<file path="config.mk">
export PLATFORM = sky130hd
export DESIGN_NAME = sled_endstop_det
export DESIGN_NICKNAME = d
export VERILOG_FILES = /design/src/rtl/sled_edet_pkg.sv /design/src/rtl/sled_edet_xing.sv /design/src/rtl/sled_edet_timer.sv /design/src/rtl/sled_edet_level.sv /design/src/rtl/sled_edet_judge.sv /design/src/rtl/sled_endstop_det.sv
export SDC_FILE = /design/constraint.sdc
export NUM_CORES = 1
export LEC_CHECK = 0
export BUFFER_PORTS_ARGS = -buffer_cell sky130_fd_sc_hd__buf_2
export CAP_MARGIN = 20
export CORE_UTILIZATION = 60
export CTS_BUF_LIST = sky130_fd_sc_hd__clkbuf_2 sky130_fd_sc_hd__clkbuf_4 sky130_fd_sc_hd__clkbuf_8
export DETAILED_ROUTE_END_ITERATION = 12
export PLACE_DENSITY = 0.93
export SLEW_MARGIN = 30
export SYNTH_ARGS = -nofsm -noshare
export SYNTH_HDL_FRONTEND = slang
export SYNTH_SLANG_ARGS = --single-unit
</file>
<file path="constraint.sdc">
create_clock -name clk -period 5.6 [get_ports clk]
set_input_delay 0.56 -clock clk [delete_from_list [all_inputs] [get_ports clk]]
set_output_delay 0.56 -clock clk [all_outputs]
set_load 0.02 [all_outputs]
</file>
<file path="src/rtl/sled_edet_pkg.sv">
package sled_edet_pkg;
  typedef enum logic [1:0] {
    PH_IDLE   = 2'd0,
    PH_DELAY  = 2'd1,
    PH_WINDOW = 2'd2
  } phase_e;
endpackage

</file>
<file path="src/rtl/sled_edet_xing.sv">
module sled_edet_xing (
  input  logic clk,
  input  logic rst_n,
  input  logic en,
  input  logic drive_neg,
  output logic reversal
);
  logic sign_q;
  logic sign_d;

  always_comb begin
    sign_d = drive_neg;
  end

  always_ff @(posedge clk or negedge rst_n) begin
    if (!rst_n) sign_q <= 1'b0;
    else        sign_q <= sign_d;
  end

  assign reversal = en & (drive_neg ^ sign_q);

  // once the sign has been sampled, a repeated value is no reversal
  p_steady_sign_r2: assert property (@(posedge clk) disable iff (!rst_n)
    ($stable(drive_neg) && en) |=> (!$changed(drive_neg) |-> !reversal));
endmodule

</file>
<file path="src/rtl/sled_edet_timer.sv">
module sled_edet_timer
  import sled_edet_pkg::*;
#(
  parameter int DLY_W = 6,
  parameter int WIN_W = 6
) (
  input  logic             clk,
  input  logic             rst_n,
  input  logic             en,
  input  logic             reversal,
  input  logic [DLY_W-1:0] dly,
  input  logic [WIN_W-1:0] win,
  output logic             win_open,
  output logic             win_last
);
  localparam int CNT_W = (DLY_W > WIN_W) ? DLY_W : WIN_W;

  phase_e           ph_q, ph_d;
  logic [CNT_W-1:0] cnt_q, cnt_d;

  always_comb begin
    ph_d  = ph_q;
    cnt_d = cnt_q;
    if (!en) begin
      ph_d  = PH_IDLE;
      cnt_d = '0;
    end else if (reversal) begin
      if (dly == '0) begin
        ph_d  = PH_WINDOW;
        cnt_d = CNT_W'(win);
      end else begin
        ph_d  = PH_DELAY;
        cnt_d = CNT_W'(dly) - CNT_W'(1);
      end
    end else begin
      unique case (ph_q)
        PH_DELAY: begin
          if (cnt_q == '0) begin
            ph_d  = PH_WINDOW;
            cnt_d = CNT_W'(win);
          end else begin
            cnt_d = cnt_q - CNT_W'(1);
          end
        end
        PH_WINDOW: begin
          if (cnt_q == '0) ph_d = PH_IDLE;
          else             cnt_d = cnt_q - CNT_W'(1);
        end
        default: begin
          ph_d  = PH_IDLE;
          cnt_d = '0;
        end
      endcase
    end
  end

  always_ff @(posedge clk or negedge rst_n) begin
    if (!rst_n) begin
      ph_q  <= PH_IDLE;
      cnt_q <= '0;
    end else begin
      ph_q  <= ph_d;
      cnt_q <= cnt_d;
    end
  end

  assign win_open = (ph_q == PH_WINDOW);
  assign win_last = en & win_open & (cnt_q == '0) & ~reversal;

  p_off_idle_r1: assert property (@(posedge clk) disable iff (!rst_n)
    !en |=> (ph_q == PH_IDLE));

  p_restart_r9: assert property (@(posedge clk) disable iff (!rst_n)
    reversal |=> (ph_q != PH_IDLE));

  p_delay_count_r3: assert property (@(posedge clk) disable iff (!rst_n)
    (en && !reversal && ph_q == PH_DELAY && cnt_q != '0)
      |=> (ph_q == PH_DELAY && cnt_q == $past(cnt_q) - CNT_W'(1)));
endmodule

</file>
<file path="src/rtl/sled_edet_level.sv">
module sled_edet_level #(
  parameter int MW       = 10,
  parameter int LEVELS   = 6,
  parameter int THR_BASE = 32,
  parameter int THR_STEP = 24,
  parameter int SEL_W    = $clog2(LEVELS)
) (
  input  logic [SEL_W-1:0] sel,
  output logic [MW-1:0]    thr
);
  logic [MW-1:0]    lvl [LEVELS];
  logic [SEL_W-1:0] idx;

  for (genvar i = 0; i < LEVELS; i++) begin : g_lvl
    assign lvl[i] = MW'(THR_BASE + i * THR_STEP);
  end

  always_comb begin
    if (int'(sel) >= LEVELS) idx = SEL_W'(LEVELS - 1);
    else                     idx = sel;
    thr = lvl[idx];
  end

  // the selected level never exceeds the top level
  always_comb begin
    p_thr_top_r4: assert (thr <= MW'(THR_BASE + (LEVELS - 1) * THR_STEP));
  end
endmodule

</file>
<file path="src/rtl/sled_edet_judge.sv">
module sled_edet_judge #(
  parameter int MW = 10
) (
  input  logic                 clk,
  input  logic                 rst_n,
  input  logic                 en,
  input  logic                 reversal,
  input  logic                 win_open,
  input  logic                 win_last,
  input  logic                 smp_valid,
  input  logic signed [MW-1:0] smp,
  input  logic [MW-1:0]        thr,
  output logic                 flag
);
  logic [MW-1:0] mag;
  logic [MW-1:0] cand;
  logic [MW-1:0] pk_all;
  logic [MW-1:0] peak_q, peak_d;
  logic          flag_q, flag_d;

  always_comb begin
    mag    = smp[MW-1] ? (~smp + MW'(1)) : smp;
    cand   = (smp_valid && win_open) ? mag : '0;
    pk_all = (cand > peak_q) ? cand : peak_q;
  end

  always_comb begin
    if (!en || reversal || !win_open || win_last) peak_d = '0;
    else                                          peak_d = pk_all;
  end

  always_comb begin
    flag_d = flag_q;
    if (!en) begin
      flag_d = 1'b0;
    end else if (win_last) begin
      if (pk_all < thr)      flag_d = 1'b1;
      else if (pk_all > thr) flag_d = 1'b0;
    end
  end

  always_ff @(posedge clk or negedge rst_n) begin
    if (!rst_n) begin
      peak_q <= '0;
      flag_q <= 1'b0;
    end else begin
      peak_q <= peak_d;
      flag_q <= flag_d;
    end
  end

  assign flag = flag_q;

  p_flag_hold_r8: assert property (@(posedge clk) disable iff (!rst_n)
    (en && !win_last) |=> $stable(flag_q));

  p_flag_off_r1: assert property (@(posedge clk) disable iff (!rst_n)
    !en |=> !flag_q);

  p_peak_grow_r5: assert property (@(posedge clk) disable iff (!rst_n)
    (en && win_open && !reversal && !win_last) |=> (peak_q >= $past(peak_q)));

  p_set_below_r6: assert property (@(posedge clk) disable iff (!rst_n)
    (win_last && pk_all < thr) |=> flag_q);
endmodule

</file>
<file path="src/rtl/sled_endstop_det.sv">
module sled_endstop_det #(
  parameter int BEMF_W   = 10,
  parameter int DLY_W    = 6,
  parameter int WIN_W    = 6,
  parameter int LEVELS   = 6,
  parameter int THR_BASE = 32,
  parameter int THR_STEP = 24
) (
  input  logic                     clk,
  input  logic                     rst_n,
  input  logic                     en,
  input  logic                     drive_neg,
  input  logic                     bemf_valid,
  input  logic signed [BEMF_W-1:0] bemf_sample,
  input  logic [$clog2(LEVELS)-1:0] thr_sel,
  input  logic [DLY_W+WIN_W-1:0]   timing_cfg,
  output logic                     end_det
);
  localparam int SEL_W = $clog2(LEVELS);

  logic              reversal;
  logic              win_open;
  logic              win_last;
  logic [BEMF_W-1:0] thr;
  logic [DLY_W-1:0]  dly_f;
  logic [WIN_W-1:0]  win_f;

  assign dly_f = timing_cfg[DLY_W+WIN_W-1:WIN_W];
  assign win_f = timing_cfg[WIN_W-1:0];

  sled_edet_xing u_xing (
    .clk       (clk),
    .rst_n     (rst_n),
    .en        (en),
    .drive_neg (drive_neg),
    .reversal  (reversal)
  );

  sled_edet_timer #(.DLY_W(DLY_W), .WIN_W(WIN_W)) u_timer (
    .clk      (clk),
    .rst_n    (rst_n),
    .en       (en),
    .reversal (reversal),
    .dly      (dly_f),
    .win      (win_f),
    .win_open (win_open),
    .win_last (win_last)
  );

  sled_edet_level #(
    .MW(BEMF_W), .LEVELS(LEVELS), .THR_BASE(THR_BASE),
    .THR_STEP(THR_STEP), .SEL_W(SEL_W)
  ) u_level (
    .sel (thr_sel),
    .thr (thr)
  );

  sled_edet_judge #(.MW(BEMF_W)) u_judge (
    .clk       (clk),
    .rst_n     (rst_n),
    .en        (en),
    .reversal  (reversal),
    .win_open  (win_open),
    .win_last  (win_last),
    .smp_valid (bemf_valid),
    .smp       (bemf_sample),
    .thr       (thr),
    .flag      (end_det)
  );

  // reset leaves the flag low
  p_reset_low_r10: assert property (@(posedge clk)
    !rst_n |=> !end_det);
endmodule

</file>
==> qor.yml, run 1 <==
n_fill_cell: 269
drv_slew: 0
grt_pass1_wl_um: 7279
cts_made_buffers: 3
r2r_end: "u_judge.flag"
antenna_found_initial: 0
die_w_um: 59.38
drc: 0
grt_usage: 0.2723
ant_nets: 0
num_antenna_cells: 0
holdWs_ps: 184.4
p_int_mw: 0.2310
holdCritPathClass: "input pin to async pin"
postSynthCellCount: 237
reg2reg_slack_ps: 1030
clk_path_buf_depth: 2
syn_area_per_cell_um2: 8.336
grt_start_max_net_pins: 21
synthToLayoutAreaGrowth_pct: 9.816
pwr-share-clk: 0.192
fmax_mhz: 210.9
num_vias: 1832
yosysWarnings: 0
rsz0062_at_grt: "no"
pwr-share-comb: 0.366
critPathLaunch: "bemf_sample[5]"
final.period_utilization: 0.8466
drv_cap: 0
drt_iter0_drc: 89
path_cells: "buf_2 -> or4_4 -> or4_1 -> nor4_1 -> ha_1 -> nand3_1 -> a2111oi_4 -> o22ai_2 -> mux2_2 -> ha_1 -> nor2b_1 -> o21a_1 -> o21a_1 -> o21ai_0 -> nand3b_1 -> and2_0 -> a22oi_1"
rr_worst_depth: 19
cts_sinks: 20
start_util: 0.6419
final_area_mm2: 0.002170
post_cts_resized: 0
fp-row-count: 20
cts_tree: "yes"
grt.overflow.total: 0
core-area_mm2: 0.003078
tightest_slew_ps: 555.4
cp_top_family: "simple AND/OR/NAND/NOR gates"
die_h_um: 59.38
vdd_drop_max_mv: 0.1291
final_hold_viol_count: 0
place.gp.congestion: 0.8451
io_buffers: 30
synth_nets: 288
cp.arrival_ps: 4960
path_clk_slew_ps: 100
worstSetupPathType: "input pin to flop"
synth_edf_count: 0
h-tree-depth: 1
cpMaxStageDelayCell: "or4_4"
cts_setup_buffers: 0
final_util: 0.7049
mostFrequentLayoutCell: "buf_2"
ys_types: 49
crit_path_max_incr_delay_ps: 550
cp_max_fo: 7
r2r_start: "u_timer.ph_q[0]"
run_status: "completed"
wirelength_um: 4291
hpwl_um: 3508
power.density_mw_per_mm2: 161.3
routedWlPerCell_um: 14.02
async_flop_share: 1.000
ys_ff_latch: 20
p_leak_nw: 0.9820
drt_pass1_iterations: 4
syn_area_mm2: 0.001976
crit_path_end_kind: "flop"
swShare: 0.3397
setup_tns_ps: 0
drt-vias-per-instance: 5.987
seqCellArea_um2: 500.5
place_area_mm2: 0.002147
nets: 315
fin_crit_ps: 4741
synth_seq_area_share: 0.2533
switchingPower_mw: 0.1189
p_seq_frac: 0.443
setup_viol: 0
relSlewSlack: 0.6263
clockRootBuffer: "clkbuf_4"
drive_above_1_share: 0.1794
skew_ps: 1.174
worstSetupStartpointType: "input pin"
ios: 31
clock_latency_ps: 300
final_cell_mix: "buf_2, nor2_1, inv_1, ha_1, dfrtp_1"
cp.required_ps: 5820
hold_buffers: 0
multi_input_area_mm2: 0.001340
grt_pass1_vias: 1728
synth_flop_cell: "dfrtp_1"
cp.buffers_inverters: 1
dieArea_mm2: 0.003526
-- sequential cells by signal, summed over array words and instances (netlist names) --
name and count:
u_timer.cnt_q 6, u_judge.peak_q 10, u_timer.ph_q 2, u_xing.sign_q 1, u_judge.flag 1
-- power groups by stage --
stage          Sequential [mW]  Combinational (mW)  Clock [mW]
6_report                 0.155               0.128      0.0670
5_1_grt                  0.156               0.142      0.0723
4_1_cts                  0.155               0.127      0.0666
3_5_place_dp             0.158               0.126           0
3_3_place_gp             0.158               0.121           0
2_1_floorplan            0.158              0.0901           0
-- metal layers --
metal | GRT usage | wire (um) | up-vias
li1 | - | - | 888
met5 | 0 | 0 | -
met1 | 0.3092 | 1801 | 870
met4 | 0.1156 | 121 | 0
met3 | 0.03057 | 165 | 16
met2 | 0.5088 | 2203 | 58
-- stage by stage --
step                      power [mW]  setup slack, ps  instances
final                         0.3499            859.1        306
after global routing          0.3703            595.7        306
after CTS                     0.3481            860.9        306
after detailed placement      0.2833            560.5        303
after global placement        0.2787            843.8        303
after floorplan               0.2481             1318        237
-- synthesized netlist by cell type, types with 5 or more instances --
cell type,count,area share
nor2_1,29,0.055
inv_1,25,0.047
ha_1,21,0.13
dfrtp_1,20,0.25
nand2_1,17,0.032
a21oi_1,11,0.028
mux2i_1,10,0.051
o21ai_0,9,0.023
clkbuf_1,8,0.015
xor2_1,8,0.035
a211oi_1,7,0.027
nor2b_1,6,0.019
xnor2_1,6,0.027
mux2_2,5,0.028
-- how the worst max path moves through the flow --
stage	end	slack (ps)	cells past startpoint
2_1_floorplan	u_judge.flag	1320	16
3_3_place_gp	u_judge.flag	840	17
3_5_place_dp	u_judge.flag	560	17
4_1_cts	u_judge.flag	860	17
5_1_grt	u_judge.flag	600	17
6_report	u_judge.flag	860	17
-- cells by family after synthesis --
| family | Yosys count | share of synthesized area |
|---|---|---|
| simple gates | 83 | 0.2134 |
| compound gates | 48 | 0.1773 |
| buf+inv | 34 | 0.06840 |
| fa+ha+maj | 22 | 0.1387 |
| flops | 20 | 0.2533 |
| mux | 16 | 0.08676 |
| xor+xnor | 14 | 0.06207 |
-- final cells by class --
| type | instances | share of cell area |
|---|---|---|
| inverters | 25 | 0.04325 |
| flip-flops and latches | 20 | 0.2307 |
| well taps | 44 | 0.02537 |
| multi-input cells | 183 | 0.6176 |
| clock buffers | 3 | 0.01038 |
| repair buffers | 31 | 0.07266 |
(Power assumes the default switching activity.)
==> run 2: changes to the inputs <==
--- a/config.mk
+++ b/config.mk
@@ -7,10 +7,10 @@
 export LEC_CHECK = 0
 export BUFFER_PORTS_ARGS = -buffer_cell sky130_fd_sc_hd__buf_2
 export CAP_MARGIN = 20
-export CORE_UTILIZATION = 60
+export CORE_UTILIZATION = 59
 export CTS_BUF_LIST = sky130_fd_sc_hd__clkbuf_2 sky130_fd_sc_hd__clkbuf_4 sky130_fd_sc_hd__clkbuf_8
 export DETAILED_ROUTE_END_ITERATION = 12
-export PLACE_DENSITY = 0.93
+export PLACE_DENSITY = 0.92
 export SLEW_MARGIN = 30
 export SYNTH_ARGS = -nofsm -noshare
 export SYNTH_HDL_FRONTEND = slang
==> constraint.sdc (replaced) <==
create_clock -name clk -period 4.75 [get_ports clk]
set_input_delay 0.475 -clock clk [delete_from_list [all_inputs] [get_ports clk]]
set_output_delay 0.475 -clock clk [all_outputs]
set_load 0.02 [all_outputs]
==> run 2 against run 1 <==
  * Clock-buffer cell count grew 1
  * First-iteration DRC count down 53%
  * Register-to-register slack got worse by 630 ps
  * Power rose by 25%
  * Combinational power increased by 20%
  * Via count decreased by 0.38%
  * Highest routed layer unchanged
  * Critical path type unchanged
  * Final cell count rose by 0.65%
  * Clock skew up 8.8 ps
  * Design area is 1.2% higher
  * Die area grew 1.6%
  * Sequential cell count unchanged
  * Critical path depth stayed put
==> qor.yml, run 2 (synthesis results as in run 1) <==
path_cells: "buf_2 -> or4_4 -> or4_1 -> nor4_1 -> ha_1 -> nand3_1 -> a2111oi_4 -> o22ai_2 -> mux2_2 -> ha_1 -> nor2b_1 -> o21a_1 -> o21a_1 -> o21ai_0 -> nand3b_1 -> and2_0 -> a22oi_1"
cpMaxStageDelayCell: "or4_4"
drc: 0  # unchanged
pwr-share-clk: 0.233  # +0.041
switchingPower_mw: 0.1473  # +24%
wl_met1_um: 1841  # +2.2%
core-area_mm2: 0.003103  # +0.81%
cp.required_ps: 4980  # -840 ps
cts_made_buffers: 3  # unchanged
cp_top_family: "simple AND/OR/NAND/NOR gates"
final.period_utilization: 0.9225
run_status: "completed"
p_int_mw: 0.2900  # +26%
setup_tns_ps: 0  # unchanged
swShare: 0.3368  # -0.002916
num_vias: 1825  # -0.38%
routedWlPerCell_um: 14.23  # +1.5%
final_cell_mix: "buf_2, nor2_1, inv_1, ha_1, dfrtp_1"
pwr-share-comb: 0.349  # -0.017
drive_above_1_share: 0.1932  # +0.01379
worstSetupPathType: "input pin to flop"
wl_met2_um: 2228  # +1.1%
crit_path_end_kind: "flop"
io_buffers: 30  # unchanged
skew_ps: 10.01  # +8.840 ps
final_hold_viol_count: 0  # unchanged
drt_iter0_drc: 42  # -53%
mostFrequentLayoutCell: "buf_2"
cp.arrival_ps: 4610  # -350 ps
wirelength_um: 4382  # +2.1%
grt_start_max_net_pins: 21  # unchanged
power.density_mw_per_mm2: 199.1  # +23%
cp_max_fo: 5  # -2
holdCritPathClass: "input pin to async pin"
grt_pass1_wl_um: 7107  # -2.4%
setup_viol: 0  # unchanged
grt_usage: 0.2651  # -0.007209
regMostFlops: "u_judge.peak_q"
place_ws_ps: 65.48  # -495.0 ps
h-tree-depth: 1  # unchanged
vdd_drop_max_mv: 0.1216  # -5.8%
grt.overflow.total: 0  # unchanged
path_clk_slew_ps: 120  # +20 ps
drt_pass1_iterations: 4  # unchanged
fmax_mhz: 228.2
hpwl_um: 3584  # +2.2%
cp.buffers_inverters: 1  # unchanged
largest_reg_flops: 10  # unchanged
fin_crit_ps: 4382
final_util: 0.7077  # +0.002783
drt-vias-per-instance: 5.925  # -1.0%
place.gp.congestion: 0.8876  # +5.0%
num_antenna_cells: 0  # unchanged
highest_layer: "met4"
synthToLayoutAreaGrowth_pct: 11.15
fp-row-count: 20  # unchanged
start_util: 0.6367  # -0.005176
drv_slew: 0  # unchanged
ant_nets: 0  # unchanged
ios: 31  # unchanged
tightest_slew_ps: 438.3  # -117.0 ps
n_fill_cell: 276  # +2.6%
clk_path_buf_depth: 2  # unchanged
worstSetupStartpointType: "input pin"
grt_pass1_vias: 1733  # +0.29%
clockRootBuffer: "clkbuf_4"
drv_cap: 0  # unchanged
nets: 316  # +0.32%
die_h_um: 59.87  # +0.82%
cts_tree: "yes"
clock_latency_ps: 310  # about the same
crit_path_max_incr_delay_ps: 560  # about the same
dieArea_mm2: 0.003584  # +1.6%
dr_wl_met3_um: 207  # +25%
reg_top3: "u_judge.peak_q x10, u_timer.cnt_q x6, u_timer.ph_q x2"
rsz0062_at_grt: "no"
antenna_found_initial: 0  # unchanged
p_leak_nw: 0.9950  # +1.3%
cts_sinks: 20  # unchanged
relSlewSlack: 0.7040  # +0.07762
p_seq_frac: 0.419  # -0.024
die_w_um: 59.87  # +0.82%
setup_slack_ps: 368.2  # -490.9 ps
## run 2: cell count changes in the layout (fill, tap and decap cells not counted), sizes merged
cell / delta
clkbuf: +1
buf: +1
## run 2: layout make-up
cell class / instances / area (um^2) / area share
Clock buffer: 4 / 36.28 / 0.01652
Inverter: 25 / 93.84 / 0.04273
Multi-Input combinational cell: 183 / 1345 / 0.6125
Sequential cell: 20 / 500.5 / 0.2279
Tap cell: 44 / 55.05 / 0.02507
Timing Repair Buffer: 32 / 165.2 / 0.07521
## run 2: layer usage
| layer | vias up | GRT usage |
|---|---|---|
| met3 | 14 | 0.04545 |
| met2 | 60 | 0.4810 |
| met4 | 0 | 0.1196 |
| li1 | 893 | - |
| met1 | 858 | 0.3003 |
| met5 | - | 0 |
## run 2: timing repair
| action | CTS | global route |
|---|---|---|
| hold buffers | 0 | 0 |
| buffers inserted | 0 | 0 |
| setup endpoints to repair | 0 | 1 |
| gates resized for setup | 0 | 2 |
## run 2: path summary, 6_finish.rpt
check / depth (start not counted) / start / end / slack, ps
max in group asynchronous: 1 / rst_n / u_judge.peak_q[4] / 4350
hold / removal: 1 / rst_n / u_timer.cnt_q[0] / 80
setup / recovery: 17 / bemf_sample[5] / u_judge.flag / 370
hold reg to reg: 2 / u_timer.ph_q[1] / u_timer.ph_q[1] / 530
min in group clk: 1 / drive_neg / u_xing.sign_q / 290
setup reg to reg: 19 / u_timer.ph_q[0] / u_judge.flag / 400
## run 2: metrics by stage
step,total power [mW],instance area [um^2],hold slack (ps),instances
floorplan,0.2926,1976,179.4,237
global placement,0.3282,2155,447.0,304
detailed placement,0.3362,2155,448.1,304
CTS,0.4374,2191,99.67,308
global route,0.4579,2196,111.0,308
finish,0.4372,2196,82.94,308
## run 2: power by group through the flow
| stage | sequential, mW | combinational [mW] | clock, mW |
|---|---|---|---|
| after global routing | 0.184 | 0.168 | 0.106 |
| after floorplan | 0.186 | 0.106 | 0 |
| final | 0.183 | 0.153 | 0.102 |
| after global placement | 0.186 | 0.142 | 0 |
| after CTS | 0.183 | 0.151 | 0.103 |
| after detailed placement | 0.186 | 0.150 | 0 |
==> run 3: changes to the inputs <==
--- a/config.mk
+++ b/config.mk
@@ -7,11 +7,12 @@
 export LEC_CHECK = 0
 export BUFFER_PORTS_ARGS = -buffer_cell sky130_fd_sc_hd__buf_2
 export CAP_MARGIN = 20
-export CORE_UTILIZATION = 59
+export CELL_PAD_IN_SITES_DETAIL_PLACEMENT = 0
+export CELL_PAD_IN_SITES_GLOBAL_PLACEMENT = 1
+export CORE_UTILIZATION = 35
 export CTS_BUF_LIST = sky130_fd_sc_hd__clkbuf_2 sky130_fd_sc_hd__clkbuf_4 sky130_fd_sc_hd__clkbuf_8
 export DETAILED_ROUTE_END_ITERATION = 12
-export PLACE_DENSITY = 0.92
-export SLEW_MARGIN = 30
+export PLACE_DENSITY = 0.77
 export SYNTH_ARGS = -nofsm -noshare
 export SYNTH_HDL_FRONTEND = slang
 export SYNTH_SLANG_ARGS = --single-unit
==> run 3 against run 2 <==
  * Clock-buffer cell count unchanged
  * Sequential share of layout area is 0.47 points lower
  * Non-clock buffer count is the same
  * Setup slack better by 3.6 ps
  * Critical endpoint unchanged
  * Largest cell class unchanged
==> qor.yml, run 3 (synthesis results as in run 1) <==
cp_max_fo: 5  # unchanged
cts_sinks: 20  # unchanged
drc: 0  # unchanged
clock_latency_ps: 260  # -50 ps
final.period_utilization: 0.9217  # about the same
post_cts_resized: 0  # unchanged
worstSetupStartpointType: "input pin"
cp.arrival_ps: 4560  # -50 ps
ios: 31  # unchanged
routedWlPerCell_um: 12.58  # -12%
setup_viol: 0  # unchanged
start_util: 0.3749  # -0.2618
drt_pass1_iterations: 4  # unchanged
n_fill_cell: 559  # +100%
cts_made_buffers: 3  # unchanged
grt_pass1_wl_um: 7458  # +4.9%
num_antenna_cells: 0  # unchanged
vdd_drop_max_mv: 0.08778  # -28%
final_util: 0.4255  # -0.2822
drt_iter0_drc: 68  # +62%
cp.required_ps: 4930  # -50 ps
worstSetupPathType: "input pin to flop"
path_clk_slew_ps: 80  # -40 ps
die_w_um: 77.13  # +29%
fmax_mhz: 228.4  # about the same
tightest_slew_ps: 470.4  # +32.06 ps
drv_cap: 0  # unchanged
place.gp.congestion: 0.7701  # -13%
rsz0062_at_grt: "no"
fin_crit_ps: 4378  # -3.555 ps
reg_top3: "u_judge.peak_q x10, u_timer.cnt_q x6, u_timer.ph_q x2"
clockRootBuffer: "clkbuf_8"
power.density_mw_per_mm2: 206.9  # +3.9%
setup_tns_ps: 0  # unchanged
io_buffers: 30  # unchanged
die_h_um: 77.13  # +29%
grt_usage: 0.1520  # -0.1131
grt_start_max_net_pins: 21  # unchanged
drive_above_1_share: 0.1856  # -0.007576
clk_path_buf_depth: 2  # unchanged
fp-row-count: 26  # +30%
core-area_mm2: 0.005270  # +70%
wirelength_um: 4202  # -4.1%
synthToLayoutAreaGrowth_pct: 13.49
grt_pass1_vias: 1648  # -4.9%
hold_buffers: 0  # unchanged
nets: 316  # unchanged
h-tree-depth: 1  # unchanged
seqCellArea_um2: 500.5  # unchanged
reg2reg_slack_ps: 620  # +220 ps
final_hold_viol_count: 0  # unchanged
run_status: "completed"
crit_path_end_kind: "flop"
regMostFlops: "u_judge.peak_q"
p_leak_nw: 1.002  # +0.74%
drv_slew: 0  # unchanged
final_cell_mix: "buf_2, nor2_1, inv_1, ha_1, dfrtp_1"
cts_tree: "yes"
cts_setup_buffers: 0  # unchanged
relSlewSlack: 0.6783  # -0.02566
hpwl_um: 3500  # -2.4%
multi_input_area_mm2: 0.001340  # -0.37%
mostFrequentLayoutCell: "buf_2"
ant_nets: 0  # unchanged
num_vias: 1721  # -5.7%
antenna_found_initial: 0  # unchanged
holdCritPathClass: "input pin to async pin"
grt.overflow.total: 0  # unchanged
drt-vias-per-instance: 5.153  # -13%
dieArea_mm2: 0.005949  # +66%
largest_reg_flops: 10  # unchanged
skew_ps: 0.8439  # -9.170 ps
## run 3: cell counts in the layout (fill, tap and decap cells not counted)
Identical to the previous run, type by type.
## run 3: layout make-up
type | instances | share of cell area
repair buffers | 32 | 0.07366
clock buffers | 4 | 0.02455
flip-flops and latches | 20 | 0.2232
inverters | 25 | 0.04185
well taps | 70 | 0.03906
multi-input cells | 183 | 0.5977
## run 3: critical path: stages
cell and delay, ps:
buf_2 110, or4_4 550, or4_1 450, nor4_1 430, ha_1 330, nand3_1 160
a2111oi_4 80, o22ai_2 300, mux2_2 390, ha_1 300, nor2b_1 130, o21a_1 160
o21a_1 160, o21ai_0 140, nand3b_1 90, and2_0 150, a22oi_1 140
## run 3: where the power goes
group | leakage [nW] | total (mW) | switching, mW | internal, mW
logic | 0.701 | 0.148 | 0.0821 | 0.0661
clock network | 0.0288 | 0.133 | 0.0588 | 0.0737
registers | 0.272 | 0.183 | 0.00625 | 0.177
total | 1.00 | 0.464 | 0.147 | 0.317
## run 3: routing by layer
layer / part of all wire / vias to the layer above / wire length [um] / GRT usage
met5: 0 / - / 0 / 0
met4: 0.0043 / 0 / 18 / 0.02830
met3: 0.034 / 2 / 141 / 0.01310
met2: 0.45 / 28 / 1901 / 0.2460
met1: 0.51 / 798 / 2141 / 0.2193
li1: - / 893 / - / -
## run 3: per-stage QoR
stage          setup slack [ps]  hold WS, ps  area [um^2]  instances  power (mW)
2_1_floorplan             553.3        179.4         1976        237      0.2926
3_3_place_gp              150.1        464.8         2187        330      0.3343
3_5_place_dp              76.07        465.5         2187        330      0.3351
4_1_cts                   336.2        185.2         2242        334      0.4673
5_1_grt                   87.60        194.0         2242        334      0.4980
6_report                  371.8        163.6         2242        334      0.4638
## run 3: final timing paths
check / startpoint / to / cells past startpoint
max: bemf_sample[5] / u_judge.flag / 17
min: rst_n / u_timer.cnt_q[2] / 1
max reg2reg: u_timer.ph_q[0] / u_judge.flag / 19
min reg2reg: u_timer.ph_q[1] / u_timer.ph_q[1] / 2
max in group asynchronous: rst_n / u_judge.peak_q[3] / 1
min in group clk: drive_neg / u_xing.sign_q / 1
